## config.mk

```make
export PLATFORM = sky130hd
export DESIGN_NAME = pm_wake_gen
export DESIGN_NICKNAME = d
export VERILOG_FILES = /design/src/rtl/pmw_pkg.sv /design/src/rtl/pmw_sync_edge.sv /design/src/rtl/pmw_event_qual.sv /design/src/rtl/pmw_regs.sv /design/src/rtl/pm_wake_gen.sv
export SDC_FILE = /design/constraint.sdc
export NUM_CORES = 1
export LEC_CHECK = 0
export ABC_AREA = 1
export BUFFER_PORTS_ARGS = -buffer_cell sky130_fd_sc_hd__buf_2
export CORE_ASPECT_RATIO = 0.7
export CORE_MARGIN = 5
export CORE_UTILIZATION = 29
export DETAILED_ROUTE_END_ITERATION = 6
export PLACE_DENSITY = 0.74
export SYNTH_ARGS = -nofsm -noshare
export SYNTH_HDL_FRONTEND = slang
export SYNTH_SLANG_ARGS = --single-unit
```

## constraint.sdc

```tcl
create_clock -name clk -period 0.94 [get_ports clk]
set_clock_uncertainty 0.2 [all_clocks]
set_input_delay 0.188 -clock clk [delete_from_list [all_inputs] [get_ports clk]]
set_output_delay 0.188 -clock clk [all_outputs]
set_load 0.02 [all_outputs]
```

## src/rtl/pmw_pkg.sv

```systemverilog
package pmw_pkg;
   typedef enum logic [1:0] {
      PS_D0 = 2'b00,
      PS_D1 = 2'b01,
      PS_D2 = 2'b10,
      PS_D3 = 2'b11
   } pstate_e;

   localparam int REG_AW = 2;
   localparam int DW     = 32;

   localparam logic [REG_AW-1:0] A_PMCS = 2'd0;
   localparam logic [REG_AW-1:0] A_CFG  = 2'd1;
   localparam logic [REG_AW-1:0] A_ID   = 2'd2;

   localparam int B_EN  = 8;
   localparam int B_STS = 15;
   localparam int B_ACT = 16;
   localparam int B_IGN = 0;
endpackage

```

## src/rtl/pmw_sync_edge.sv

```systemverilog
module pmw_sync_edge #(
   parameter int STAGES = 2
) (
   input  logic clk,
   input  logic rst_n,
   input  logic async_in,
   output logic rise
);
   generate
      if (STAGES < 2) begin : g_bad
         $error("pmw_sync_edge: STAGES must be at least 2");
      end
   endgenerate

   logic [STAGES-1:0] chain;
   logic              last;

   always_ff @(posedge clk or negedge rst_n) begin
      if (!rst_n) begin
         chain <= '0;
         last  <= 1'b0;
      end else begin
         chain <= {chain[STAGES-2:0], async_in};
         last  <= chain[STAGES-1];
      end
   end

   assign rise = chain[STAGES-1] & ~last;
endmodule

```

## src/rtl/pmw_event_qual.sv

```systemverilog
module pmw_event_qual #(
   parameter int N_EV = 4
) (
   input  logic [N_EV-1:0] ev_status,
   input  logic [N_EV-1:0] ev_mask,
   input  logic            master_ie,
   input  logic            ign_master,
   output logic            hit
);
   generate
      if (N_EV < 1 || N_EV > 32) begin : g_bad
         $error("pmw_event_qual: N_EV must be in 1..32");
      end
   endgenerate

   logic [N_EV-1:0] armed;

   for (genvar i = 0; i < N_EV; i++) begin : g_bit
      assign armed[i] = ev_status[i] & ev_mask[i];
   end

   assign hit = (|armed) & (master_ie | ign_master);
endmodule

```

## src/rtl/pmw_regs.sv

```systemverilog
module pmw_regs
   import pmw_pkg::*;
#(
   parameter logic [DW-1:0] ID_CODE = 32'h5A3C_0000
) (
   input  logic              clk,
   input  logic              rst_n,
   input  logic [REG_AW-1:0] addr,
   input  logic              wr,
   input  logic [DW-1:0]     wdata,
   output logic [DW-1:0]     rdata,
   input  logic              ev_hit,
   input  logic              card_rise,
   output pstate_e           pstate,
   output logic              wake_en,
   output logic              wake_sts,
   output logic              d0_active,
   output logic              ign_master
);
   logic wr_pmcs, wr_cfg, set_sts, clr_sts;
   logic unused_wdata;

   assign unused_wdata = ^wdata;
   assign wr_pmcs = wr && (addr == A_PMCS);
   assign wr_cfg  = wr && (addr == A_CFG);
   assign set_sts = ((pstate == PS_D0) && ev_hit) || (wake_en && card_rise);
   assign clr_sts = wr_pmcs && wdata[B_STS];

   always_ff @(posedge clk or negedge rst_n) begin
      if (!rst_n) begin
         pstate     <= PS_D0;
         wake_en    <= 1'b0;
         d0_active  <= 1'b0;
         ign_master <= 1'b0;
      end else begin
         if (wr_pmcs) begin
            pstate  <= pstate_e'(wdata[1:0]);
            wake_en <= wdata[B_EN];
            if (wdata[1:0] == PS_D0) d0_active <= 1'b1;
         end
         if (wr_cfg) ign_master <= wdata[B_IGN];
      end
   end

   always_ff @(posedge clk or negedge rst_n) begin
      if (!rst_n)       wake_sts <= 1'b0;
      else if (set_sts) wake_sts <= 1'b1;
      else if (clr_sts) wake_sts <= 1'b0;
   end

   always_comb begin
      rdata = '0;
      case (addr)
         A_PMCS: begin
            rdata[1:0]   = pstate;
            rdata[B_EN]  = wake_en;
            rdata[B_STS] = wake_sts;
            rdata[B_ACT] = d0_active;
         end
         A_CFG:   rdata[B_IGN] = ign_master;
         A_ID:    rdata = {ID_CODE[DW-1:1], ign_master};
         default: rdata = '0;
      endcase
   end
endmodule

```

## src/rtl/pm_wake_gen.sv

```systemverilog
module pm_wake_gen
   import pmw_pkg::*;
#(
   parameter int              N_EV        = 4,
   parameter int              SYNC_STAGES = 2,
   parameter logic [DW-1:0]   ID_CODE     = 32'h5A3C_0000
) (
   input  logic              clk,
   input  logic              rst_n,
   input  logic [REG_AW-1:0] reg_addr,
   input  logic              reg_wr,
   input  logic [DW-1:0]     reg_wdata,
   output logic [DW-1:0]     reg_rdata,
   input  logic [N_EV-1:0]   ev_status,
   input  logic [N_EV-1:0]   ev_mask,
   input  logic              master_ie,
   input  logic              card_present,
   output logic              pme_oe
);
   logic    ev_hit, card_rise;
   pstate_e pstate;
   logic    wake_en, wake_sts, d0_active, ign_master;

   pmw_event_qual #(.N_EV(N_EV)) u_qual (
      .ev_status (ev_status),
      .ev_mask   (ev_mask),
      .master_ie (master_ie),
      .ign_master(ign_master),
      .hit       (ev_hit)
   );

   pmw_sync_edge #(.STAGES(SYNC_STAGES)) u_card (
      .clk     (clk),
      .rst_n   (rst_n),
      .async_in(card_present),
      .rise    (card_rise)
   );

   pmw_regs #(.ID_CODE(ID_CODE)) u_regs (
      .clk       (clk),
      .rst_n     (rst_n),
      .addr      (reg_addr),
      .wr        (reg_wr),
      .wdata     (reg_wdata),
      .rdata     (reg_rdata),
      .ev_hit    (ev_hit),
      .card_rise (card_rise),
      .pstate    (pstate),
      .wake_en   (wake_en),
      .wake_sts  (wake_sts),
      .d0_active (d0_active),
      .ign_master(ign_master)
   );

   assign pme_oe = wake_sts & wake_en;
endmodule

```

Word level (Yosys, flattened, before mapping)
Cells that the tools add are included.

storage, ports and cells
  register bits after elaboration = 9
  bits of input ports = 47
  output and inout bits = 33

operators by class
  equality and inequality tests = 2
  mux-type cells = 7
  bitwise gates (word level) = 9
  reductions and logical operators = 13

operators with widths
  kind                                                 count
  2-to-1 mux 14 bit                                    1
  AND 1 bit                                            7
  zero test 2 bit                                      3
  logical AND 1 bit                                    5
  2-to-1 mux 1 bit                                     4
  OR reduction 4 bit                                   1
  equality test 2 x 1 -> 1 bit, second input constant  1
  equality test 2 bit, second input constant           1
  2-to-1 mux 2 bit                                     1
  case mux 1 bit (2 select lines)                      1
  AND reduction 2 bit                                  1
  nonzero test 2 bit                                   1
  OR reduction 2 bit                                   1
  logical OR 1 bit                                     1
  NOT 1 bit                                            1
  OR 1 bit                                             1

Longest topological paths before layout
  depth in word-level cells = 6
  depth in mapped cells = 8
  gate-level depth less buffers = 7

Cells and area by module
A second synthesis with hierarchy kept.

second synthesis, totals
  cell total of the unflattened synthesis = 88
  area total of the unflattened synthesis = 688.2 um2

modules (own cells, without submodules)
  module          times used  cells each  area each (um2)
  pmw_regs        1           72          561.8
  pmw_sync_edge   1           5           85.1
  pmw_event_qual  1           9           33.8
  pm_wake_gen     1           2           7.5

Worst setup path after synthesis
Ideal clock, no wire load.

  path kind = input-to-output
  from = in reg_addr[0]
  to = out reg_rdata[0]
  data arrival time = 0.922 ns
  required time = 0.552 ns
  path slack = -0.370 ns
  cell stages on the path = 5
  buffers on the path = 1
  cells stage by stage = inv_1 ha_1 buf_4 nand2_1 a21oi_1

on the way
  cells in the longest elaborated chain, start to end = 3

ends and longest elaborated chain
  item                                                                        line               source
  start, declared                                                             pm_wake_gen.sv:10  input logic [REG_AW-1:0] reg_addr,
  equality test 2 bit / equality test 2 x 1 -> 1 bit (equally long branches)  pmw_regs.sv:53     case (addr)
  OR reduction 2 bit (no line)                                                n/a
  case mux 1 bit (2 select lines) (*)                                         pmw_regs.sv:53
  end, declared                                                               pm_wake_gen.sv:13  output logic [DW-1:0] reg_rdata,

Every way passes the cells marked *; elsewhere a longest branch is shown, timed or not.

Worst setup path after layout
  from = reg u_regs.pstate[0]
  to = out reg_rdata[0]

on the way
  cells in the longest elaborated chain, start to end = 1

ends and longest elaborated chain
  item                             line            source
  start, declared                  pmw_regs.sv:14  output pstate_e pstate,
  start signal, assigned           pmw_regs.sv:37  pstate <= pstate_e'(wdata[1:0]);
  case mux 1 bit (2 select lines)  pmw_regs.sv:53

Every way passes these cells.

==> summary.txt <==
WS Path Type - register to primary output
vias in the first global route - 582
post-route setup slack - -440 ps
WL met2 - 961 µm
clock latency on the worst-skew pair - 260 ps
Final Hold Vio Count - 2
critical path endpoint category - primary output
Critical Path, Cell by Cell - nand2_4 > a21oi_4 > buf_6
critical path required time - 550 ps
Final ANT Viol Nets - 0
GRT Overall Usage - 10.2%
number of iterations in the first detailed-routing pass - 4
Worst VDD drop - 0.461 mV
initial antenna violation count - 0
Ys Warns - 0
Setup crit start - u_regs.pstate[0]
leakage power - 0.610 nW
H-tree depth - 1
# rows - 14
min Tclk post-route - 1380 ps
port buffer count - 32
hold slack - -13.8 ps
Worst R2R Setup Slack - -190 ps
pre-CTS WS - -519 ps
I/O Pins - 80
wl on met1 - 576 µm
slowest cell on the critical path - dfrtp_1
vias per cell - 3.65
RR Startpoint - u_regs.pstate[0]
flops & latches, synth - 9
TritonCTS clock tree - yes
Peak Freq - 725 MHz
Chip Height - 50.6 µm
mean post-synth cell area - 7.85 µm²
Post-Syn Area - 683 µm²
failing checks - hold timing, setup timing
placed instance area - 858 µm²
unrepaired setup endpoints after global routing - true
Pins Over Slew Limit - 0
Worst path max stage delay - 380 ps
worst-case clock buffer depth - 2
placer's final routability congestion estimate - 0.703
top sig layer - met4
DRC - 0
core area - 2190 µm²
via count - 577
design area - 1100 µm²
ANT cells - 0
Num CTS Buffers - 3
CP startpoint kind - register
Yosys cell types - 15
clock-pin slew on the worst setup and hold paths - 60 ps
Die ar. - 3440 µm²
DR iter-0 viols - 22
share of cells above drive strength 1 - 53.2%
CP delay by family, top - flip-flops
Tcrit/Tclk final - 147%
commonest non-fill, non-tap cell in the layout - buf_6
min-delay src - reg_wdata[8]
critical path buffer and inverter count - 1
Final Core Density - 50.4%
Max Cap Violations - 0
pin count of the biggest net entering global routing - 10
hold buffer count at cts - 2
total gr overflow - 0
FF-to-FF End - u_regs.wake_sts
pwr dens - 1260 nW/µm²
commonest non-fill, non-tap cells in the layout - buf_6, conb_1, buf_2
Hold WC Path Type - input port to register
root buffer cell - clkbuf_4
Nets - 178
Initial Util - 31.2%
Post-Syn Instances - 87
per-cell routed wire length - 10.7 µm
status - finished, violations left
Final setup viols - 19
HPWL Detailed - 1.32 mm
sequential share of the synthesized area - 33.0%
# clock sinks - 9
P&R area growth vs syn - 61.5%
first-pass GRT wire length - 2.57 mm
Worst Path Max Fanout - 2
FF-to-FF path depth - 6
Chip Width - 68.0 µm
Critical Path AT - 990 ps
final WL - 1.69 mm
WL met3 - 138 µm
crit path capture - reg_rdata[0]
critical path depth in cells - 3
## registers in the layout, summed over array words and instances (netlist names)
name / flops
u_card.chain: 2
u_regs.pstate: 2
u_card.last: 1
u_regs.d0_active: 1
u_regs.ign_master: 1
u_regs.wake_en: 1
u_regs.wake_sts: 1
## power breakdown
part | switching (W) | leakage [nW] | internal (W) | total, W
Sequential | 0.0000431 | 0.102 | 0.000440 | 0.000483
Combinational | 0.000316 | 0.493 | 0.000298 | 0.000614
Clock | 0.000129 | 0.0150 | 0.000163 | 0.000293
Total | 0.000488 | 0.610 | 0.000901 | 0.00139
## worst reg2reg max path, delay by kind of cell (launching register included)
family	cells	cell delay (ps)
buffers and inverters	2	190
AO/OA/AOI/OAI	1	80
AND/OR/NAND/NOR	3	190
flip-flops	1	400
## how the worst min path moves through the flow
stage / slack (ps) / to / depth (start not counted)
after global routing: -20 / u_regs.wake_en / 3
after global placement: -160 / u_card.last / 1
after CTS: -30 / u_regs.wake_en / 3
after detailed placement: -150 / u_regs.wake_sts / 1
after floorplan: -310 / u_card.chain[0] / 0
final: -10 / u_regs.wake_en / 3
## Yosys cell counts
cell      number  area, µm²
buf_4         27        203
nand2_1       20       75.1
inv_1         12       45.0
dfrtp_1        9        225
ha_1           4       50.1
a21oi_1        3       15.0
nand3_1        2       10.0
nor2_1         2       7.51
o21ai_0        2       10.0
a21o_1         1       7.51
a31oi_1        1       6.26
conb_1         1       3.75
nand2_4        1       11.3
nand3b_1       1       7.51
nor2_2         1       6.26
## routing by layer
metal | GRT usage (%) | vias up
li1 | - | 297
met1 | 10.2 | 255
met2 | 18.2 | 22
met3 | 4.46 | 3
met4 | 3.96 | 0
met5 | 0 | -
## area by class of cell
cell class	instances	area, µm²
fill	212	1090
timing repair buffer	44	390
multi-input combinational	57	348
sequential	9	225
inverter	12	73.8
tap	32	40.0
clock buffer	4	26.3
## stage by stage
step | cells | hold WS (ps) | power, W | TNS [ps]
floorplan | 105 | -308 | 0.000843 | -776
global placement | 147 | -156 | 0.000889 | -5780
detailed placement | 147 | -150 | 0.000906 | -6100
CTS | 158 | -27.0 | 0.00133 | -4530
global route | 158 | -19.4 | 0.00148 | -4830
finish | 158 | -13.8 | 0.00139 | -4210
## cell families after synthesis
kind of cell	count (synthesis)	share of synthesized area, %
buffers and inverters	39	36.3
and+or+nand+nor	27	17.2
DFF	9	33.0
AOI/OAI and AO/OA	7	5.68
adders and majority gates	4	7.33
other	1	0.549
## what timing repair did
action	CTS	global route
endpoints found under the hold margin	14	1
endpoints found under the setup margin	16	20
resized for setup	22	31
cloned	0	0
setup buffers	5	2
pin swaps	3	6
Power figures use the tool's default switching activity.
